<file path="config.mk">
export PLATFORM = sky130hd
export DESIGN_NAME = sconv_host
export DESIGN_NICKNAME = d
export VERILOG_FILES = /design/src/rtl/sconv_pkg.sv /design/src/rtl/sconv_tick.sv /design/src/rtl/sconv_hdr.sv /design/src/rtl/sconv_capture.sv /design/src/rtl/sconv_host.sv
export SDC_FILE = /design/constraint.sdc
export NUM_CORES = 1
export LEC_CHECK = 0
export BUFFER_PORTS_ARGS = -buffer_cell sky130_fd_sc_hd__clkbuf_2
export CAP_MARGIN = 20
export CORE_ASPECT_RATIO = 1.5
export CORE_MARGIN = 2
export CORE_UTILIZATION = 58
export CTS_CLUSTER_DIAMETER = 150
export DETAILED_ROUTE_END_ITERATION = 8
export PLACE_DENSITY_LB_ADDON = 0.08
export SYNTH_ARGS = -nofsm -noshare
export SYNTH_HDL_FRONTEND = slang
export SYNTH_SLANG_ARGS = --single-unit
</file>
<file path="constraint.sdc">
create_clock -name clk -period 4.2 [get_ports clk]
set_clock_uncertainty 0.15 [all_clocks]
set_input_delay 0.42 -clock clk [delete_from_list [all_inputs] [get_ports clk]]
set_output_delay 0.42 -clock clk [all_outputs]
set_load 0.1 [all_outputs]
</file>
<file path="src/rtl/sconv_pkg.sv">
package sconv_pkg;

  localparam int HDR_MAX = 5;

  typedef struct packed {
    logic [2:0] chan;
    logic       diff;
    logic       wide;
  } sconv_req_t;

  // header bits in transmit order, index 0 first
  function automatic logic [HDR_MAX-1:0] hdr_bits(sconv_req_t r);
    logic [HDR_MAX-1:0] h;
    h[0] = 1'b1;
    h[1] = ~r.diff;
    h[2] = r.chan[0];
    h[3] = r.wide ? r.chan[2] : r.chan[1];
    h[4] = r.wide ? r.chan[1] : 1'b0;
    return h;
  endfunction

  function automatic logic [2:0] hdr_len(logic wide);
    return wide ? 3'd5 : 3'd4;
  endfunction

endpackage

</file>
<file path="src/rtl/sconv_tick.sv">
module sconv_tick #(
  parameter int DIV_W = 8
) (
  input  logic             clk,
  input  logic             rst,
  input  logic             run,
  input  logic [DIV_W-1:0] half_len,
  output logic             tick
);
  logic [DIV_W-1:0] cnt;
  logic [DIV_W-1:0] last;

  always_comb begin
    if (half_len == '0) last = '0;
    else                last = half_len - 1'b1;
  end

  assign tick = run && (cnt == last);

  always_ff @(posedge clk) begin
    if (rst || !run || tick) cnt <= '0;
    else                     cnt <= cnt + 1'b1;
  end
endmodule

</file>
<file path="src/rtl/sconv_hdr.sv">
module sconv_hdr
  import sconv_pkg::*;
#(
  parameter int CNT_W = 5
) (
  input  sconv_req_t       cfg,
  input  logic [CNT_W-1:0] idx,
  output logic             bit_o,
  output logic [2:0]       len
);
  logic [HDR_MAX-1:0] h;

  assign h   = hdr_bits(cfg);
  assign len = hdr_len(cfg.wide);

  always_comb begin
    bit_o = 1'b0;
    for (int i = 0; i < HDR_MAX; i++) begin
      if (idx == CNT_W'(i)) bit_o = h[i];
    end
  end
endmodule

</file>
<file path="src/rtl/sconv_capture.sv">
module sconv_capture #(
  parameter int DATA_W = 8,
  parameter int CNT_W  = 5
) (
  input  logic              clk,
  input  logic              rst,
  input  logic              clear,
  input  logic              sample,
  input  logic [CNT_W-1:0]  idx,
  input  logic [2:0]        hlen,
  input  logic              do_in,
  output logic [DATA_W-1:0] fwd_word,
  output logic [DATA_W-2:0] rev_word
);
  logic [CNT_W-1:0] fwd_lo, fwd_hi, rev_lo, rev_hi;
  logic             in_fwd, in_rev;

  // idx is the zero-based number of the rising edge being taken
  always_comb begin
    fwd_lo = CNT_W'(hlen) + CNT_W'(1);
    fwd_hi = CNT_W'(hlen) + CNT_W'(DATA_W);
    rev_lo = CNT_W'(hlen) + CNT_W'(DATA_W + 1);
    rev_hi = CNT_W'(hlen) + CNT_W'(2 * DATA_W - 1);
    in_fwd = (idx >= fwd_lo) && (idx <= fwd_hi);
    in_rev = (idx >= rev_lo) && (idx <= rev_hi);
  end

  always_ff @(posedge clk) begin
    if (rst || clear) begin
      fwd_word <= '0;
      rev_word <= '0;
    end else if (sample) begin
      if (in_fwd) fwd_word <= {fwd_word[DATA_W-2:0], do_in};
      if (in_rev) rev_word <= {do_in, rev_word[DATA_W-2:1]};
    end
  end
endmodule

</file>
<file path="src/rtl/sconv_host.sv">
module sconv_host
  import sconv_pkg::*;
#(
  parameter int DATA_W = 8,
  parameter int DIV_W  = 8
) (
  input  logic              clk,
  input  logic              rst,
  input  logic              req_valid,
  input  logic [2:0]        req_chan,
  input  logic              req_diff,
  input  logic              req_wide,
  input  logic [DIV_W-1:0]  req_half,
  output logic              busy,
  output logic              cs_n,
  output logic              sclk,
  output logic              di_out,
  output logic              di_oe,
  output logic              lsb_en_n,
  input  logic              do_in,
  output logic              done,
  output logic [DATA_W-1:0] result,
  output logic              mismatch
);
  localparam int EDGE_MAX = HDR_MAX + 2 * DATA_W;
  localparam int CNT_W    = $clog2(EDGE_MAX + 1);

  sconv_req_t        cfg;
  logic [DIV_W-1:0]  half_q;
  logic [CNT_W-1:0]  rise_cnt;
  logic              run;
  logic              tick;
  logic              hdr_bit;
  logic [2:0]        hlen;
  logic [CNT_W-1:0]  frame_len, lsb_from;
  logic              in_hdr;
  logic              start;
  logic [DATA_W-1:0] fwd_word;
  logic [DATA_W-2:0] rev_word;

  assign start     = !run && req_valid;
  assign busy      = run;
  assign frame_len = CNT_W'(hlen) + CNT_W'(2 * DATA_W);
  assign lsb_from  = CNT_W'(hlen) + CNT_W'(DATA_W + 1);
  assign in_hdr    = rise_cnt < CNT_W'(hlen);

  sconv_tick #(.DIV_W(DIV_W)) u_tick (
    .clk      (clk),
    .rst      (rst),
    .run      (run),
    .half_len (half_q),
    .tick     (tick)
  );

  sconv_hdr #(.CNT_W(CNT_W)) u_hdr (
    .cfg   (cfg),
    .idx   (rise_cnt),
    .bit_o (hdr_bit),
    .len   (hlen)
  );

  sconv_capture #(.DATA_W(DATA_W), .CNT_W(CNT_W)) u_cap (
    .clk      (clk),
    .rst      (rst),
    .clear    (start),
    .sample   (run && tick && !sclk),
    .idx      (rise_cnt),
    .hlen     (hlen),
    .do_in    (do_in),
    .fwd_word (fwd_word),
    .rev_word (rev_word)
  );

  always_ff @(posedge clk) begin
    if (rst) begin
      cfg      <= '0;
      half_q   <= '0;
      rise_cnt <= '0;
      run      <= 1'b0;
      cs_n     <= 1'b1;
      sclk     <= 1'b0;
      di_out   <= 1'b0;
      di_oe    <= 1'b0;
      lsb_en_n <= 1'b1;
      done     <= 1'b0;
      result   <= '0;
      mismatch <= 1'b0;
    end else begin
      done <= 1'b0;
      if (start) begin
        cfg      <= '{chan: req_chan, diff: req_diff, wide: req_wide};
        half_q   <= req_half;
        rise_cnt <= '0;
        run      <= 1'b1;
        cs_n     <= 1'b0;
        sclk     <= 1'b0;
        di_out   <= 1'b1;
        di_oe    <= 1'b1;
        lsb_en_n <= 1'b1;
      end else if (run && tick) begin
        if (!sclk) begin
          sclk     <= 1'b1;
          rise_cnt <= rise_cnt + 1'b1;
        end else if (rise_cnt == frame_len) begin
          run      <= 1'b0;
          cs_n     <= 1'b1;
          sclk     <= 1'b0;
          di_out   <= 1'b0;
          di_oe    <= 1'b0;
          lsb_en_n <= 1'b1;
          done     <= 1'b1;
          result   <= fwd_word;
          mismatch <= (rev_word != fwd_word[DATA_W-1:1]);
        end else begin
          sclk     <= 1'b0;
          di_out   <= hdr_bit && in_hdr;
          di_oe    <= in_hdr;
          lsb_en_n <= !(rise_cnt >= lsb_from);
        end
      end
    end
  end
endmodule

</file>
==> results of run 1 <==
## cells by family (layout without fill, tap and decap cells)
family / count (synthesis) / after routing / synth area share (%)
simple gates: 138 / 138 / 23.4
flops: 57 / 57 / 38.4
buf+inv: 35 / 63 / 5.05
mux: 31 / 31 / 10.4
xor+xnor: 23 / 23 / 6.78
fa+ha+maj: 11 / 11 / 4.63
compound gates: 55 / 55 / 11.4
## layout make-up
cell class                      count  share of cell area, %
Multi-Input combinational cell    258                   50.2
Sequential cell                    57                   34.0
Timing Repair Buffer               33                   5.00
Clock buffer                        9                   3.70
Clock inverter                      7                   3.06
Tap cell                           66                   2.46
Inverter                           14                   1.57
## per-stage QoR
stage,power (mW),utilization [%],hold slack [ns],worst slack (ns)
final,1.31,68.6,0.150,0.579
after global routing,1.37,68.6,0.160,0.328
after CTS,1.32,68.6,0.139,0.582
after detailed placement,0.744,64.0,0.302,0.599
after global placement,0.741,64.0,0.298,0.667
after floorplan,0.709,-,0.286,0.995
## synthesized netlist by cell type, types with 3 or more instances
master    instances  area share, %
nand2_1          47            5.9
dfxtp_1          57             38
and3_1            3           0.63
nor2b_1           5            1.1
a21oi_1          25            4.2
or4_1             5            1.3
nand3_1          10            1.7
nor3_1           10            1.7
nor4_1            4           0.84
nor2_1           33            4.2
a31oi_1           4           0.84
xnor2_1          11            3.2
nand4_1           4           0.84
xor2_1           12            3.5
o21ai_0           9            1.5
mux2i_1          31             10
clkbuf_1         16            2.0
inv_1            14            1.8
ha_1             11            4.6
## power by group
group | internal (mW) | switching (mW)
sequential | 0.552 | 0.0183
combinational | 0.0552 | 0.108
clock | 0.340 | 0.241
total | 0.947 | 0.367
## worst max-delay path by stage
stage,end,cells past startpoint
floorplan,rise_cnt[3]$_SDFFE_PP0P_,9
global placement,result[6]$_SDFFE_PP0P_,9
detailed placement,result[3]$_SDFFE_PP0P_,9
CTS,result[3]$_SDFFE_PP0P_,9
global route,result[2]$_SDFFE_PP0P_,9
finish,result[3]$_SDFFE_PP0P_,9
## critical path: stages, from the launching register on
cell,delay [ns]
dfxtp_1,0.38
inv_1,0.10
ha_1,0.28
or3b_2,0.53
a21oi_1,0.14
o221ai_1,0.13
or4_2,0.71
nor4_4,0.74
mux2i_1,0.26
nor2_1,0.06
## registers in the layout, indices dropped and copies added (netlist names), 5 cells and up
name            cells
cfg                 5
half_q              8
result              8
rise_cnt            5
u_cap.fwd_word      8
u_cap.rev_word      7
u_tick.cnt          8
## routing by layer
layer  GRT usage (%)  vias up  routed length [um]
li1                -     1258                   -
met3            6.13       18                 186
met2            42.4       44                3320
met5               0        -                   0
met4            11.9        0                 193
met1            25.1     1175                2690
## placed cells by master (no fill, tap or decap), types with 9 or more instances in the layout
| cell | count |
|---|---|
| dfxtp_1 | 57 |
| mux2i_1 | 31 |
| inv_1 | 14 |
| a21oi_1 | 25 |
| nand3_1 | 10 |
| clkbuf_8 | 9 |
| nor2_1 | 33 |
| ha_1 | 11 |
| clkbuf_2 | 32 |
| nand2_1 | 47 |
| xor2_1 | 12 |
| xnor2_1 | 11 |
| o21ai_0 | 9 |
| nor3_1 | 10 |
==> metrics.csv, run 1 <==
metric,value,unit
register bit total from synthesis,57,
post-route setup TNS,0,ns
"Cell Area, Synth",2970,um^2
share of cells above drive strength 1,16.4,%
Yosys cell types,51,
multi-input logic area,1680,um^2
Rows,31,
Crit Path Max Fanout,13,
ys flop type,dfxtp_1,
unrepaired setup endpoints after global routing,false,
Lkg Pwr,1.40,nW
startpoint of the lowest-slack hold path,req_diff,
crit path kind,register to register,
Post-synth EDFFs,0,
die area,5730,um^2
core area,4890,um^2
Tcrit/Tclk final,86.2,%
"FFs w/ async S/R, synth",0,%
worst vdd ir,0.263,mV
"Avg Cell Area, Syn",8.49,um^2
port buffer count,32,
clock root cell,clkbuf_8,
Area growth syn-to-layout,12.8,%
Final setup viols,0,
via/cell ratio,5.62,
Slew @ Worst Pin,1.08,ns
Post-DP Area,3130,um^2
Pwr Density,392,nW/um^2
sequential share of the synthesized area,38.4,%
Vias,2495,
Hold WC Path Type,input port to register,
initial antenna violation count,0,
register area,1140,um^2
number of cells on the worst hold path,3,
"setup slack, reg-to-reg",0.58,ns
n_diodes,0,
# Post-CTS Setup Buffers,0,
fmax,276,MHz
DRT iter0 DRCs,104,
CP Launch Type,register,
drt pass-1 iters,4,
die width,62.5,um
# resized after CTS,0,
worst r2r path cells,9,
WL final,6390,um
Initial Utilization,60.8,%
Worst setup startpoint,half_q[0]$_SDFFE_PP0P_,
"Clk Latency, worst-skew pair",0.34,ns
GPL Wtd Cong,0.994,
reg-to-reg startpoint,half_q[0]$_SDFFE_PP0P_,
CTS tree,done,
DRC viols,0,
CP arrival,3.67,ns
number of H-tree levels,3,
wire per inst,14.4,um
number of max-cap violations,0,
status,completed,
Post-CTS Hold Buffers,0,
largest net degree at the start of global routing,31,
Slew Limit Headroom,27.7,%
"CTS clk-pin slew, worst paths",0.07,ns
Required @ worst endpoint,4.25,ns
all-layer global routing usage,23.5,%
hold worst-path end,cfg[1]$_SDFFE_PP0P_,
Finished Cell Area,3350,um^2
placed insts,428,
chip height,91.7,um
CTS buffer count,9,
Post-Layout Cell Count,444,
Final Critical Period,3.62,ns
final slew viol count,0,
fill cell count,416,
vias in the first global route,2414,
Final ANT Viol Nets,0,
Top Ports,33,
Ys Warns,0,
Crit. End Element,register,
clock buffer depth,2,
Congestion Overflow GR,0,
first-pass GRT wire length,10700,um
clock sink count,57,
Synthesized Nets,378,
final net count,401,
Final HPWL DP,4710,um
final hold viol count,0,
Post-Syn Instances,350,
worst reg2reg endpoint,result[3]$_SDFFE_PP0P_,
Power figures use the tool's default switching activity.
==> run 2, diff against run 1 <==
--- a/config.mk
+++ b/config.mk
@@ -5,6 +5,7 @@
 export SDC_FILE = /design/constraint.sdc
 export NUM_CORES = 1
 export LEC_CHECK = 0
+export ABC_AREA = 1
 export BUFFER_PORTS_ARGS = -buffer_cell sky130_fd_sc_hd__clkbuf_2
 export CAP_MARGIN = 20
 export CORE_ASPECT_RATIO = 1.5
==> metrics.csv, run 2 <==
metric,value,unit,change
final slew viol count,0,,unchanged
clock buffer depth,2,,unchanged
CP arrival,2.77,ns,-0.90 ns
worst r2r path cells,14,,+5
final net count,490,,+22%
Yosys cell types,31,,-39%
Slew Limit Headroom,50.3,%,+23 points
Synth area leader,dfxtp_1,,
"commonest non-fill, non-tap cell in the layout",nand2_1,,
"FFs w/ async S/R, synth",0,%,unchanged
fmax,373,MHz,+35%
Final ANT Viol Nets,0,,unchanged
cell with the most instances after synthesis,nand2_1,,
die width,63.0,um,+0.92%
largest net degree at the start of global routing,29,,-6.5%
Top Ports,33,,unchanged
Commonest cells post-synth,"nand2_1 (80), nor2_1 (74), dfxtp_1 (57), inv_1 (50), nand3_1 (48)",,
WL final,6800,um,+6.4%
Crit Path Max Fanout,21,,+8
"Avg Cell Area, Syn",7.12,um^2,-16%
Area growth syn-to-layout,13.5,%,
Required @ worst endpoint,4.29,ns,+0.04 ns
GPL Wtd Cong,0.875,,-12%
wire per inst,12.7,um,-12%
sequential share of the synthesized area,37.6,%,-0.74 points
Post-Layout Cell Count,535,,+20%
die area,5830,um^2,+1.9%
worst reg2reg endpoint,u_cap.fwd_word[0]$_SDFFE_PP0P_,,
clock root cell,clkbuf_8,,
pre-CTS setup slack,1.54,ns,+0.945 ns
unrepaired setup endpoints after global routing,false,,
setup slack after layout,1.52,ns,+0.942 ns
Yosys top cell area share,37.6,%,-0.74 points
status,completed,,
"setup slack, reg-to-reg",1.52,ns,+0.94 ns
Pwr Density,376,nW/um^2,-4.0%
Min Hold Slack,0.163,ns,+0.0129 ns
Congestion Overflow GR,0,,unchanged
Post-Syn Instances,426,,+22%
most frequent cells in the layout,"nand2_1 (80), nor2_1 (74), dfxtp_1 (57), inv_1 (50), nand3_1 (48)",,
reg-to-reg startpoint,half_q[0]$_SDFFE_PP0P_,,
Post-DP Area,3230,um^2,+3.4%
Ys Warns,0,,unchanged
Final setup viols,0,,unchanged
DRC viols,0,,unchanged
number of H-tree levels,3,,unchanged
Lkg Pwr,1.47,nW,+4.9%
# resized after CTS,0,,unchanged
Tcrit/Tclk final,63.8,%,-22 points
ys flop type,dfxtp_1,,
DRT iter0 DRCs,155,,+49%
CTS buffer count,9,,unchanged
Final HPWL DP,5160,um,+9.5%
port buffer count,32,,unchanged
vias in the first global route,2712,,+12%
"Cell Area, Synth",3030,um^2,+2.0%
register bit total from synthesis,57,,unchanged
Slew @ Worst Pin,0.744,ns,-0.334 ns
Rows,32,,+3.2%
share of cells above drive strength 1,15.0,%,-1.4 points
"CTS clk-pin slew, worst paths",0.07,ns,about the same
worst setup path end,u_cap.fwd_word[0]$_SDFFE_PP0P_,,
Post-synth EDFFs,0,,unchanged
Synthesized Nets,454,,+20%
"Clk Latency, worst-skew pair",0.34,ns,about the same
post-route setup TNS,0,ns,unchanged
# Post-CTS Setup Buffers,0,,unchanged
crit path kind,register to register,,
initial antenna violation count,0,,unchanged
cells taking the most area after synthesis,"dfxtp_1 (38%), nand2_1 (9.9%), nor2_1 (9.2%), nand3_1 (7.9%), inv_1 (6.2%)",,
Worst setup startpoint,half_q[0]$_SDFFE_PP0P_,,
Hold WC Path Type,input port to register,,
number of max-cap violations,0,,unchanged
Initial Utilization,59.6,%,-1.2 points
Vias,2781,,+11%
Crit. End Element,register,,
first-pass GRT wire length,11700,um,+9.4%
placed insts,519,,+21%
core area,5080,um^2,+4.0%
chip height,92.5,um,+0.94%
CP Launch Type,register,,
final hold viol count,0,,unchanged
Final Critical Period,2.68,ns,-0.942 ns
via/cell ratio,5.20,,-7.5%
clock sink count,57,,unchanged
all-layer global routing usage,25.7,%,+2.1 points
CTS tree,done,,
n_diodes,0,,unchanged
Finished Cell Area,3440,um^2,+2.7%
drt pass-1 iters,4,,unchanged
worst vdd ir,0.303,mV,+16%
Post-CTS Hold Buffers,0,,unchanged
## run 2: changes by cell type after synthesis, moves of 7 or more
cell / delta
nor3_1: -7
inv_1: +36
o21ai_0: +10
nand2_1: +33
nand3_1: +38
nor2_1: +41
clkbuf_1: -11
xnor2_1: -7
nor2_4: +8
mux2i_1: -30
## run 2: per-stage QoR
step | total power, mW | util [%]
after floorplan | 0.724 | -
after global placement | 0.756 | 63.6
after detailed placement | 0.760 | 63.6
after CTS | 1.30 | 67.7
after global routing | 1.35 | 67.7
final | 1.30 | 67.7
## run 2: how the worst min path moves through the flow
stage,startpoint,end,slack [ns],depth (start not counted)
final,rst,di_out$_SDFFE_PP0P_,0.16,2
after global routing,rst,di_out$_SDFFE_PP0P_,0.16,2
after CTS,rst,di_out$_SDFFE_PP0P_,0.15,2
after detailed placement,mismatch$_SDFFE_PP0P_,mismatch$_SDFFE_PP0P_,0.32,2
after global placement,result[7]$_SDFFE_PP0P_,result[7]$_SDFFE_PP0P_,0.31,2
after floorplan,u_tick.cnt[0]$_SDFF_PP0_,u_tick.cnt[0]$_SDFF_PP0_,0.28,1
## run 2: layout make-up
type                       instances  area (um^2)
fill                             489         1640
multi-input combinational        305         1630
sequential                        57         1140
inverter                          56          210
timing repair buffer              33          168
clock buffer                      10          128
tap                               68         85.1
clock inverter                     6         82.6
## run 2: power breakdown
| part | switching [mW] | leakage, nW | total (mW) | internal [mW] |
|---|---|---|---|---|
| combinational | 0.124 | 0.900 | 0.180 | 0.0553 |
| clock | 0.217 | 0.106 | 0.548 | 0.330 |
| sequential | 0.0141 | 0.463 | 0.569 | 0.554 |
| total | 0.356 | 1.47 | 1.30 | 0.940 |
## run 2: critical path, stage by stage (launching register included)
cell	delay [ns]
dfxtp_1	0.33
clkinv_1	0.19
ha_1	0.33
nand2_4	0.10
nor2_4	0.04
nand2_4	0.15
nand3_1	0.09
nand2_1	0.09
nand3_2	0.10
nor2_4	0.19
nand3_4	0.14
nor2_4	0.39
nand3_1	0.15
nand2_1	0.09
nor2_1	0.04
## run 2: metal layers
metal  wire, um  global-route usage (%)  part of all wire (%)  vias up
li1           -                       -                     -     1436
met1       2710                    26.2                    40     1285
met2       3720                    48.6                    55       45
met3        201                    5.59                   3.0       15
met4        172                    12.0                   2.5        0
met5          0                       0                     0        -
## run 2: cells by family (layout without fill, tap and decap cells)
logic type,count (synthesis),count (layout),synth area share (%)
mux,1,1,0.330
simple gates,231,231,36.2
buf+inv,64,105,8.67
xor+xnor,15,15,4.33
fa+ha+maj,11,11,4.54
compound gates,47,47,8.25
flops,57,57,37.6
